$ cat src/rtl/mrp_pkg.sv
package mrp_pkg;
  localparam int SRN_W  = 4;
  localparam int TASK_W = 4;
  localparam int SUB_W  = 2;
  localparam int CNT_W  = 3;
  localparam int ENT_W  = 2 + TASK_W + SUB_W + 1;
  localparam int SUM_W  = 3 * SRN_W + CNT_W + 1;

  typedef logic [SRN_W-1:0] srn_t;
  typedef logic [CNT_W-1:0] cnt_t;

  typedef enum logic [1:0] {
    REF_NONE = 2'd0,
    REF_RD   = 2'd1,
    REF_WR   = 2'd2,
    REF_MAP  = 2'd3
  } ref_kind_e;

  typedef struct packed {
    ref_kind_e           kind;
    logic [TASK_W-1:0]   tsk;
    logic [SUB_W-1:0]    sub;
    logic                efault;
  } pipe_ent_t;

  localparam cnt_t CNT_NONE = '1;
  localparam cnt_t CNT_SAT  = CNT_NONE - cnt_t'(1);

  // Step a slot number by 'step', wrapping past the top back to 'lo'.
  function automatic srn_t srn_advance(srn_t s, int unsigned step, srn_t lo);
    logic [SRN_W:0] t;
    t = {1'b0, s} + (SRN_W+1)'(step);
    if (t > (SRN_W+1)'((1 << SRN_W) - 1))
      t = t - (SRN_W+1)'((1 << SRN_W) - int'(lo));
    return t[SRN_W-1:0];
  endfunction

  // Biased fault count: all-ones = none, stops one below all-ones.
  function automatic cnt_t cnt_bump(cnt_t c);
    if (c == CNT_NONE) return '0;
    if (c == CNT_SAT)  return CNT_SAT;
    return c + cnt_t'(1);
  endfunction
endpackage

$ cat src/rtl/mrp_alloc.sv
module mrp_alloc
  import mrp_pkg::*;
#(
  parameter srn_t FIRST_SRN = srn_t'(2)
) (
  input  logic clk,
  input  logic rst_n,
  input  logic iss_v,
  input  logic iss_dirty,
  output srn_t slot0,
  output srn_t slot1
);
  srn_t alloc_q;

  assign slot0 = alloc_q;
  assign slot1 = srn_advance(alloc_q, 1, FIRST_SRN);

  always_ff @(posedge clk) begin
    if (!rst_n)
      alloc_q <= FIRST_SRN;
    else if (iss_v)
      alloc_q <= srn_advance(alloc_q, iss_dirty ? 2 : 1, FIRST_SRN);
  end
endmodule

$ cat src/rtl/mrp_entry_file.sv
module mrp_entry_file
  import mrp_pkg::*;
#(
  parameter int SLOTS = 1 << SRN_W
) (
  input  logic              clk,
  input  logic              rst_n,
  input  logic              wr0_v,
  input  srn_t              wr0_idx,
  input  pipe_ent_t         wr0_ent,
  input  logic              wr1_v,
  input  srn_t              wr1_idx,
  input  pipe_ent_t         wr1_ent,
  input  logic              flt_v,
  input  srn_t              flt_idx,
  input  logic              flt_emu,
  input  srn_t              rd_idx,
  output pipe_ent_t         rd_ent
);
  pipe_ent_t ent_q [SLOTS];

  for (genvar i = 0; i < SLOTS; i++) begin : g_ent
    always_ff @(posedge clk) begin
      if (!rst_n) begin
        ent_q[i] <= '0;
      end else begin
        if (wr0_v && wr0_idx == srn_t'(i))
          ent_q[i] <= wr0_ent;
        else if (wr1_v && wr1_idx == srn_t'(i))
          ent_q[i] <= wr1_ent;
        if (flt_v && flt_idx == srn_t'(i))
          ent_q[i].efault <= flt_emu;
      end
    end
  end

  assign rd_ent = ent_q[rd_idx];
endmodule

$ cat src/rtl/mrp_fault_sum.sv
module mrp_fault_sum
  import mrp_pkg::*;
(
  input  logic clk,
  input  logic rst_n,
  input  logic flt_v,
  input  srn_t flt_srn,
  input  logic flt_emu,
  input  logic sum_rd,
  input  logic wake_dis,
  output cnt_t cnt_q,
  output srn_t first_q,
  output logic emu_q,
  output logic wake_q
);
  cnt_t base_cnt;
  logic base_emu;

  assign base_cnt = sum_rd ? CNT_NONE : cnt_q;
  assign base_emu = sum_rd ? 1'b0 : emu_q;

  always_ff @(posedge clk) begin
    if (!rst_n) begin
      cnt_q   <= CNT_NONE;
      first_q <= '0;
      emu_q   <= 1'b0;
      wake_q  <= 1'b0;
    end else begin
      cnt_q <= flt_v ? cnt_bump(base_cnt) : base_cnt;
      emu_q <= base_emu | (flt_v & flt_emu);
      if (flt_v && base_cnt == CNT_NONE)
        first_q <= flt_srn;
      if (flt_v && !wake_dis)
        wake_q <= 1'b1;
      else if (sum_rd)
        wake_q <= 1'b0;
    end
  end
endmodule

$ cat src/rtl/mref_pipe.sv
module mref_pipe
  import mrp_pkg::*;
#(
  parameter int FIRST_SRN = 2
) (
  input  logic                 clk,
  input  logic                 rst_n,
  input  logic                 iss_v,
  input  logic [1:0]           iss_kind,
  input  logic                 iss_dirty,
  input  logic [TASK_W-1:0]    iss_task,
  input  logic [SUB_W-1:0]     iss_sub,
  input  logic                 flt_v,
  input  logic [SRN_W-1:0]     flt_srn,
  input  logic                 flt_emu,
  input  logic                 sel_wr,
  input  logic [SRN_W-1:0]     sel_din,
  input  logic                 sum_rd,
  input  logic                 wake_dis,
  output logic [ENT_W-1:0]     ent_q,
  output logic [SUM_W-1:0]     sum_q,
  output logic                 wake
);
  localparam int SLOTS = 1 << SRN_W;

  srn_t      slot0, slot1, sel_q, first_q;
  cnt_t      cnt_q;
  logic      emu_q, wake_q;
  logic      two_slot;
  pipe_ent_t ent0, ent1, rd_ent;

  assign two_slot = iss_v & iss_dirty;

  always_ff @(posedge clk) begin
    if (!rst_n)     sel_q <= '0;
    else if (sel_wr) sel_q <= sel_din;
  end

  mrp_alloc #(.FIRST_SRN(srn_t'(FIRST_SRN))) u_alloc (
    .clk(clk), .rst_n(rst_n), .iss_v(iss_v), .iss_dirty(iss_dirty),
    .slot0(slot0), .slot1(slot1)
  );

  assign ent0 = '{kind: ref_kind_e'(iss_kind), tsk: iss_task, sub: iss_sub, efault: 1'b0};
  assign ent1 = '{kind: REF_WR, tsk: iss_task, sub: iss_sub, efault: 1'b0};

  mrp_entry_file #(.SLOTS(SLOTS)) u_ents (
    .clk(clk), .rst_n(rst_n),
    .wr0_v(iss_v), .wr0_idx(slot0), .wr0_ent(ent0),
    .wr1_v(two_slot), .wr1_idx(slot1), .wr1_ent(ent1),
    .flt_v(flt_v), .flt_idx(flt_srn), .flt_emu(flt_emu),
    .rd_idx(sel_q), .rd_ent(rd_ent)
  );

  mrp_fault_sum u_sum (
    .clk(clk), .rst_n(rst_n), .flt_v(flt_v), .flt_srn(flt_srn),
    .flt_emu(flt_emu), .sum_rd(sum_rd), .wake_dis(wake_dis),
    .cnt_q(cnt_q), .first_q(first_q), .emu_q(emu_q), .wake_q(wake_q)
  );

  assign ent_q = rd_ent;
  assign sum_q = {sel_q, slot0, cnt_q, first_q, emu_q};
  assign wake  = wake_q;
endmodule

$ cat config.mk
export PLATFORM = sky130hd
export DESIGN_NAME = mref_pipe
export DESIGN_NICKNAME = d
export VERILOG_FILES = /design/src/rtl/mrp_pkg.sv /design/src/rtl/mrp_alloc.sv /design/src/rtl/mrp_entry_file.sv /design/src/rtl/mrp_fault_sum.sv /design/src/rtl/mref_pipe.sv
export SDC_FILE = /design/constraint.sdc
export NUM_CORES = 1
export LEC_CHECK = 0
export ABC_AREA = 0
export BUFFER_PORTS_ARGS = -buffer_cell sky130_fd_sc_hd__buf_2
export CORE_ASPECT_RATIO = 1.4
export CORE_MARGIN = 1.5
export CORE_UTILIZATION = 55
export CTS_CLUSTER_SIZE = 24
export DETAILED_ROUTE_END_ITERATION = 6
export PLACE_DENSITY = 0.76
export SLEW_MARGIN = 20
export SYNTH_ARGS = -nofsm -noshare
export SYNTH_HDL_FRONTEND = slang
export SYNTH_SLANG_ARGS = --single-unit
$ cat constraint.sdc
create_clock -name clk -period 3.4 [get_ports clk]
set_clock_uncertainty 0.1 [all_clocks]
set_input_delay 0.68 -clock clk [delete_from_list [all_inputs] [get_ports clk]]
set_output_delay 0.68 -clock clk [all_outputs]
set_load 0.01 [all_outputs]
Word-level counts from Yosys, hierarchy flattened

Memory sizes are Yosys's and may differ from the RTL's. A register that Yosys moved wholly into a read port is not among the register bits.
Cells that the tools add are included.

Register bits after elaboration: 17
Bits in writable memories: 144
Memories kept: 1

Add/sub/neg operators: 5
Magnitude comparators: 2
Eq/ne operators: 47
Mux-type cells: 228
Bitwise gates (word level): 51
Reduce and logical (&&, ||, !) cells: 55

Memories:

| name         | depth | bits a word | rd ports | clocked after Yosys merged registers in | write ports | line                 | source |
|---|---|---|---|---|---|---|---|
| u_ents.ent_q | 16    | 9           | 1        | 1                                       | 16          | mrp_entry_file.sv:20 | `pipe_ent_t ent_q [SLOTS];` |

Operators by type and width:

| operator              | number |
|---|---|
| $mux W9               | 32 |
| $mux W1               | 185 |
| $eq A4 B4 Y1 const B  | 24 |
| $logic_and A1 B1 Y1   | 50 |
| $or A1 B1 Y1          | 49 |
| $eq A4 B3 Y1 const B  | 12 |
| $eq A4 B2 Y1 const B  | 6 |
| $mux W3               | 6 |
| $mux W4               | 4 |
| $eq A4 B1 Y1 const B  | 3 |
| $logic_not A4 Y1      | 3 |
| $gt A5 B4 Y1 const B  | 2 |
| $sub A4 B4 Y4 const B | 2 |
| $eq A3 B3 Y1 const B  | 2 |
| $add A4 B1 Y5 const B | 1 |
| $add A4 B2 Y5         | 1 |
| $add A3 B1 Y3 const B | 1 |
| $and A1 B1 Y1         | 2 |
| $mux W2               | 1 |
| $reduce_bool A2 Y1    | 1 |
| $logic_not A1 Y1      | 1 |

Longest topological paths before layout

Gate-level depths: netlist of the first run.

Word-level depth: 11
Gate-level depth with buffers: 11

Modules after synthesis

A second synthesis of the first run with hierarchy kept.

Cell total of the unflattened synthesis: 731
Area total of the unflattened synthesis: 9278.9 um2

Modules (own cells, without submodules):

| module         | instances | cells an instance | area each (um2) | seq. area each (um2) |
|---|---|---|---|---|
| mrp_entry_file | 1         | 604               | 8159.1          | 4324.1 |
| mrp_alloc      | 1         | 66                | 539.3           | 80.1 |
| mrp_fault_sum  | 1         | 44                | 402.9           | 180.2 |
| mref_pipe      | 1         | 17                | 177.7           | 80.1 |

Worst setup path before layout of the first run

OpenSTA, ideal clock, no wires.

Path type: register to register
From: register u_alloc.alloc_q[1], in the netlist u_alloc.slot0[1]
To: memory u_ents.ent_q[3][1] in the netlist's numbering, enable pin
Setup time: 384 ps
Arrival time: 3131 ps
Data required time: 2916 ps
Slack: -215 ps
Cell stages (with the launch flop): 10
Buffers on the path: 1
Period minus slack after synthesis: 3615 ps
Path through: dfxtp_1 ha_1 xor2_1 ha_1 nand2b_1 o221a_2 nor4b_4 nor2_1 buf_2 o21ai_0

RTL lines:

| what                     | line                 | source |
|---|---|---|
| start: declaration       | mrp_alloc.sv:13      | `srn_t alloc_q;` |
| start signal: assignment | mrp_alloc.sv:22      | `alloc_q <= srn_advance(alloc_q, iss_dirty ? 2 : 1, FIRST_SRN);` |
| end: declaration         | mrp_entry_file.sv:20 |  |

==> results.md, run 1 <==
* Nets@finish at 807
* Starting DRT DRC Count at 1045
* Outcome: finished, final reports clean
* Util after Layout at 63.51%
* Netlist cell types at 62
* Reg clk slew, reported paths at 0.07 ns
* Overall die width at 108.8 um
* RSZ-0062 raised after global routing: no
* Final Hold Viols at 0
* Most common cell in the netlist: edfxtp_1
* Syn_area_per_cell at 12.21 um^2
* CP max stage delay at 0.55 ns
* EDFF count, synth at 144
* Slew headroom at 46.10%
* TritonCTS Sinks at 165
* Worst Tran Pin Value at 0.8068 ns
* Clk Latency, worst-skew pair at 0.44 ns
* # diodes at 0
* FF-to-FF Start: u_alloc.slot0[1]
* CP max FO at 9
* HP Start: u_sum.first_q[0]
* Pwr dens at 503.6 mW/mm^2
* Family with the most delay on the worst path: multiplexers
* Final ANT Viol Nets at 0
* Hold EP: u_sum.first_q[0]
* Worst path bufs/invs at 2
* Fillers at 1165
* CP most frequent cell: mux4_2
* DIE AREA at 0.01644 mm^2
* Share of the synthesized area in the top cell type at 50.17%
* Root buf cell: clkbuf_16
* Worst hold path depth at 2
* Post-Syn Nets at 744
* Initial Util at 55.70%
* Routed vias at 6831
* Clk buf depth at 2
* Core Area at 0.01547 mm^2
* Most area-consuming cells after synthesis: edfxtp_1 (50%), mux4_2 (12%), dfxtp_1 (4.9%)
* Via count of the first global-routing pass at 6708
* Pin count of the biggest net entering global routing at 54
* TritonCTS clock tree: built
* Yosys warnings at 0
* Drt drc at 0
* Static leakage at 3.482 nW
* Synthesized flop and latch total at 165
* Kind of critical path: reg -> out
* Setup crit end kind: output pin
* Final period utilization at 95.84%
* Dpl hpwl at 17990 um
* Post-Route WL at 24850 um
* WHS at 0.3624 ns
* H-tree depth at 4
* Worst EP arrival at 2.48 ns
* Drt first pass iters at 7
* Hold Crit Class: reg -> reg
* FFs w/ async S/R, synth at 0%
* I/O pin count at 51
* Total CTS buffers at 17
* Setup_tns at 0 ns
* Finished Cell Area at 0.009827 mm^2
* CP startpoint kind: register
* Slowest cell on crit path: dfxtp_2
* Top_reg_cell synth: edfxtp_1
* Max-cap viol count at 0
* Worst path required time at 2.62 ns
* Area Overhead vs Synth at 14.02%
* Cells on worst reg2reg path at 10
* Area of the multi-input gates at 0.003607 mm^2
* Mapped Cells at 706
* Mapped cell area at 0.008618 mm^2
* Top cells by count, synth: edfxtp_1 (144), nor2_1 (84), nand2_1 (47), o22ai_1 (47)
* Gr usage total at 31.89%
* Crit path cell chain: buf_4 -> mux4_2 -> mux4_2 -> buf_2
* Final Max Tran Viols at 0
* Reg2reg setup slack at 0.19 ns
* Global-route wire length before repair at 37560 um
* Initial antenna violation count at 0
* Pwr Total at 4.949 mW
* Finish-stage setup viols at 0
* Gpl congestion at 0.9475
* Die Ht at 151.1 um
* Register Area at 0.004748 mm^2
* Min Tclk post-route at 3.259 ns
* Sequential element share of the synthesized area at 55.05%
* Layout cells sized above 1 at 24.81%
* Rows at 54
* CP Depth at 4
* Max VDD drop at 0.2622 mV
* Total grt overflow at 0
* Placed cell area at 0.009253 mm^2
* Cell accounting for the most synthesized area: edfxtp_1
* Vias/cell at 6.985
* Crit Reg-Reg Endpoint: u_ents.ent_q[1][7]
* I/O Buffers at 50
* Drt wl/cell at 25.40 um
* Max Clk Rate at 306.9 MHz
* Hold_buf cts at 0
[report_power, final]
group / total, mW / internal (mW) / switching, mW
sequential: 2.38 / 2.32 / 0.0575
combinational: 0.773 / 0.294 / 0.478
clock: 1.80 / 0.953 / 0.844
total: 4.95 / 3.57 / 1.38
[what timing repair did]
item                                    4_1_cts  5_1_grt
endpoints found under the setup margin        0       79
setup buffers                                 0        2
resized for setup                             0        4
[cell usage in the layout (no fill, tap or decap), types with 6 or more instances in the layout]
master / n
a21oi_1: 22
clkbuf_16: 17
nand2_1: 47
buf_2: 50
nand4_1: 8
inv_1: 13
a31oi_1: 6
mux2i_1: 9
o32ai_1: 9
o21ai_0: 24
buf_4: 45
dfxtp_1: 18
nor2_1: 84
and3_1: 8
edfxtp_1: 144
a21boi_0: 20
mux4_2: 45
o211ai_1: 11
o22ai_1: 47
ha_1: 12
nand3_1: 44
[layer usage]
layer | wire length, um | share of wire [%] | GRT usage (%) | up-vias
met4 | 1934 | 7.8 | 21.84 | 0
met3 | 2180 | 8.8 | 6.540 | 149
li1 | - | - | - | 2911
met2 | 12450 | 50 | 53.81 | 536
met5 | 0 | 0 | 0 | -
met1 | 8282 | 33 | 36.06 | 3235
[layout make-up]
type                       count  area share (%)
inverter                      13          0.4966
tap                          196           2.496
sequential                   165           48.32
multi-input combinational    475           36.71
timing repair buffer          97           6.392
clock inverter                14           1.222
clock buffer                  18           4.367
[flip-flops by register name, indices dropped and copies added (netlist names), named ones only]
name,cells
u_sum.first_q,4
u_sum.cnt_q,3
u_sum.emu_q,1
u_ents.ent_q,144
u_alloc.slot0,4
sel_q,4
u_sum.wake_q,1
[worst register-to-register path: cells and delay by family (launching register included)]
| family | cells | cell delay, ns |
|---|---|---|
| AO/OA/AOI/OAI | 2 | 0.58 |
| XOR/XNOR | 1 | 0.21 |
| buffers and inverters | 2 | 0.42 |
| flip-flops | 1 | 0.47 |
| AND/OR/NAND/NOR | 3 | 0.51 |
| adder cells (fa/ha/maj) | 2 | 0.61 |
[how the worst max path moves through the flow]
stage / startpoint / endpoint / slack [ns]
3_3_place_gp: u_alloc.slot0[0] / u_ents.ent_q[13][5] / 0.31
6_report: register / ent_q[8] / 0.14
5_1_grt: u_alloc.slot0[1] / u_ents.ent_q[6][5] / 0.01
3_5_place_dp: u_alloc.slot0[0] / u_ents.ent_q[8][3] / 0.19
4_1_cts: register / ent_q[8] / 0.11
2_1_floorplan: u_alloc.slot0[0] / u_ents.ent_q[3][1] / -0.15
[kinds of logic (layout without fill, tap and decap cells)]
kind of cell	Yosys count	in the layout	synth area share (%)
adder cells (fa/ha/maj)	13	13	1.974
AO/OA/AOI/OAI	178	178	14.04
XOR/XNOR	3	3	0.3921
buffers and inverters	66	142	3.194
multiplexers	54	54	12.80
flip-flops	165	165	55.05
AND/OR/NAND/NOR	227	227	12.54
[metrics by stage]
stage / setup slack (ns) / instances
finish: 0.1414 / 978
global route: 0.01239 / 978
CTS: 0.1088 / 976
detailed placement: 0.1886 / 944
global placement: 0.3082 / 944
floorplan: -0.1514 / 706
Note: power is estimated with default switching activity, not from simulation.
==> run 2: changes to the inputs <==
==> constraint.sdc (replaced) <==
create_clock -name clk -period 3.4 [get_ports clk]
set_clock_uncertainty 0.1 [all_clocks]
set_input_delay 0.34 -clock clk [delete_from_list [all_inputs] [get_ports clk]]
set_output_delay 0.34 -clock clk [all_outputs]
set_load 0.01 [all_outputs]
==> run 2 against run 1 <==
Worst hold slack got worse by 0.27 ns. Cell count did not move. First-iteration DRC count rose by 7.8%. Cell area rose by 0.23%. Sequential cell count did not move. Critical path depth rose by 4. Non-clock buffer count did not move. Sequential power barely moved.
==> results.md, run 2 (synthesis results as in run 1) <==
* Outcome: finished, final reports clean
* Commonest non-fill, non-tap cells in the layout: edfxtp_1 (144), nor2_1 (84), buf_2 (50)
* Final period utilization at 95.29%
* Max Clk Rate at 308.6 MHz
* Initial Util at 55.70%
* Root buf cell: clkbuf_16
* Final Max Tran Viols at 0
* Starting DRT DRC Count at 1127
* Critical Path Sink: u_ents.ent_q[10][3]
* # diodes at 0
* Clock share of power at 37.8%
* Drt wl/cell at 26.57 um
* Slowest cell on crit path: o21ai_0
* Gate power share at 15.4%
* Overall die width at 108.8 um
* CP max FO at 12
* Post-Route WL at 25980 um
* Pin count of the biggest net entering global routing at 37
* Initial antenna violation count at 0
* Layout cells sized above 1 at 24.81%
* Area of the multi-input gates at 0.003601 mm^2
* Drt drc at 0
* Hold Crit Class: in -> reg
* Cells on worst reg2reg path at 8
* Gpl congestion at 0.9432
* Pwr dens at 516.0 mW/mm^2
* Worst Setup SP: u_alloc.slot0[1]
* Worst path required time at 3.45 ns
* Global-route wire length before repair at 39120 um
* FF-to-FF Start: u_alloc.slot0[1]
* CP startpoint kind: register
* Max reg flops at 144
* Setup_tns at 0 ns
* Kind of critical path: reg -> reg
* # placed instances at 945
* Register Area at 0.004748 mm^2
* Nets@finish at 807
* Die Ht at 151.1 um
* Setup crit end kind: register
* Rows at 54
* Max VDD drop at 0.2699 mV
* Sw Pwr at 1.434 mW
* Max-cap viol count at 0
* Min Tclk post-route at 3.240 ns
* TritonCTS clock tree: built
* Cell Int Power at 3.648 mW
* Worst Tran Pin Value at 0.8788 ns
* Vias/cell at 7.014
* Clk Latency, worst-skew pair at 0.43 ns
* Core Area at 0.01547 mm^2
* Gr usage total at 33.31%
* Worst EP arrival at 3.29 ns
* Crit Reg-Reg Endpoint: u_ents.ent_q[10][3]
* Biggest register: u_ents.ent_q
* Routed vias at 6860
* Slew headroom at 41.29%
* CP max stage delay at 0.66 ns
* Total CTS buffers at 17
* Commonest non-fill, non-tap cell in the layout: edfxtp_1
* Drt first pass iters at 6
* Fin cells at 978
* H-tree depth at 4
* RSZ-0062 raised after global routing: no
* Fillers at 1105
* Reg clk slew, reported paths at 0.07 ns
* Static leakage at 3.510 nW
* Final Hold Viols at 0
* Dpl hpwl at 18360 um
* TritonCTS Sinks at 165
* Via count of the first global-routing pass at 6744
* Total grt overflow at 0
* I/O pin count at 51
* Area Overhead vs Synth at 14.29%
* Switching share of power at 28.22%
* I/O Buffers at 50
* DIE AREA at 0.01644 mm^2
* Crit path cell chain: ha_2 -> xor2_1 -> ha_1 -> nand2b_1 -> o211a_1 -> o21a_1 -> o21ai_0 -> o22ai_1
* Clk buf depth at 2
* Final ANT Viol Nets at 0
* Reg2reg setup slack at 0.16 ns
* Sequential share of power at 46.8%
* Finish-stage setup viols at 0
-- run 2: worst min path at each step --
stage	from	to	slack, ns	cells after the start
floorplan	u_sum.emu_q	u_sum.emu_q	0.36	2
detailed placement	u_sum.first_q[3]	u_sum.first_q[3]	0.35	2
CTS	sel_din[0]	register	0.09	3
finish	sel_din[0]	register	0.09	3
global route	flt_srn[3]	u_sum.first_q[3]	0.12	3
global placement	u_sum.first_q[0]	u_sum.first_q[0]	0.34	2
-- run 2: worst max-delay path, delay by kind of cell, from the launching register on --
family,cells,cell delay (ns)
AOI/OAI and AO/OA,4,1.43
xor gates and xnor gates,1,0.24
adders and majority gates,2,0.60
DFF,1,0.46
and+or+nand+nor,1,0.12
-- run 2: through the flow --
stage / hold slack (ns) / utilization, % / area, um^2 / worst slack, ns / power, mW
finish: 0.09111 / 63.66 / 9849 / 0.1600 / 5.082
global route: 0.1150 / 63.66 / 9849 / 0.002844 / 5.202
CTS: 0.09285 / 63.59 / 9838 / 0.1178 / 5.044
detailed placement: 0.3470 / 59.77 / 9248 / 0.1548 / 3.174
global placement: 0.3448 / 59.77 / 9248 / 0.3019 / 3.140
floorplan: 0.3626 / - / 8620 / -0.1514 / 2.889
-- run 2: power groups by stage --
| stage | Combinational [mW] | Sequential [mW] | Clock, mW |
|---|---|---|---|
| after CTS | 0.760 | 2.38 | 1.91 |
| final | 0.783 | 2.38 | 1.92 |
| after global placement | 0.731 | 2.41 | 0 |
| after detailed placement | 0.754 | 2.42 | 0 |
| after global routing | 0.824 | 2.39 | 1.99 |
| after floorplan | 0.494 | 2.39 | 0 |
-- run 2: timing repair --
action,4_1_cts,5_1_grt
buffers inserted,0,1
setup endpoints to repair,0,81
hold buffers,0,0
gates resized for setup,0,3
-- run 2: layout make-up --
type	count	area share (%)
flip-flops and latches	165	48.21
multi-input cells	475	36.56
repair buffers	97	6.250
clock buffers	19	4.713
well taps	196	2.490
clock inverters	13	1.283
inverters	13	0.4954
-- run 2: layer usage --
layer	global-route usage (%)	up-vias	wire length (um)
li1	-	2907	-
met1	37.20	3247	8421
met2	56.67	562	13210
met3	6.885	144	2310
met4	22.50	0	2036
met5	1.623	-	0
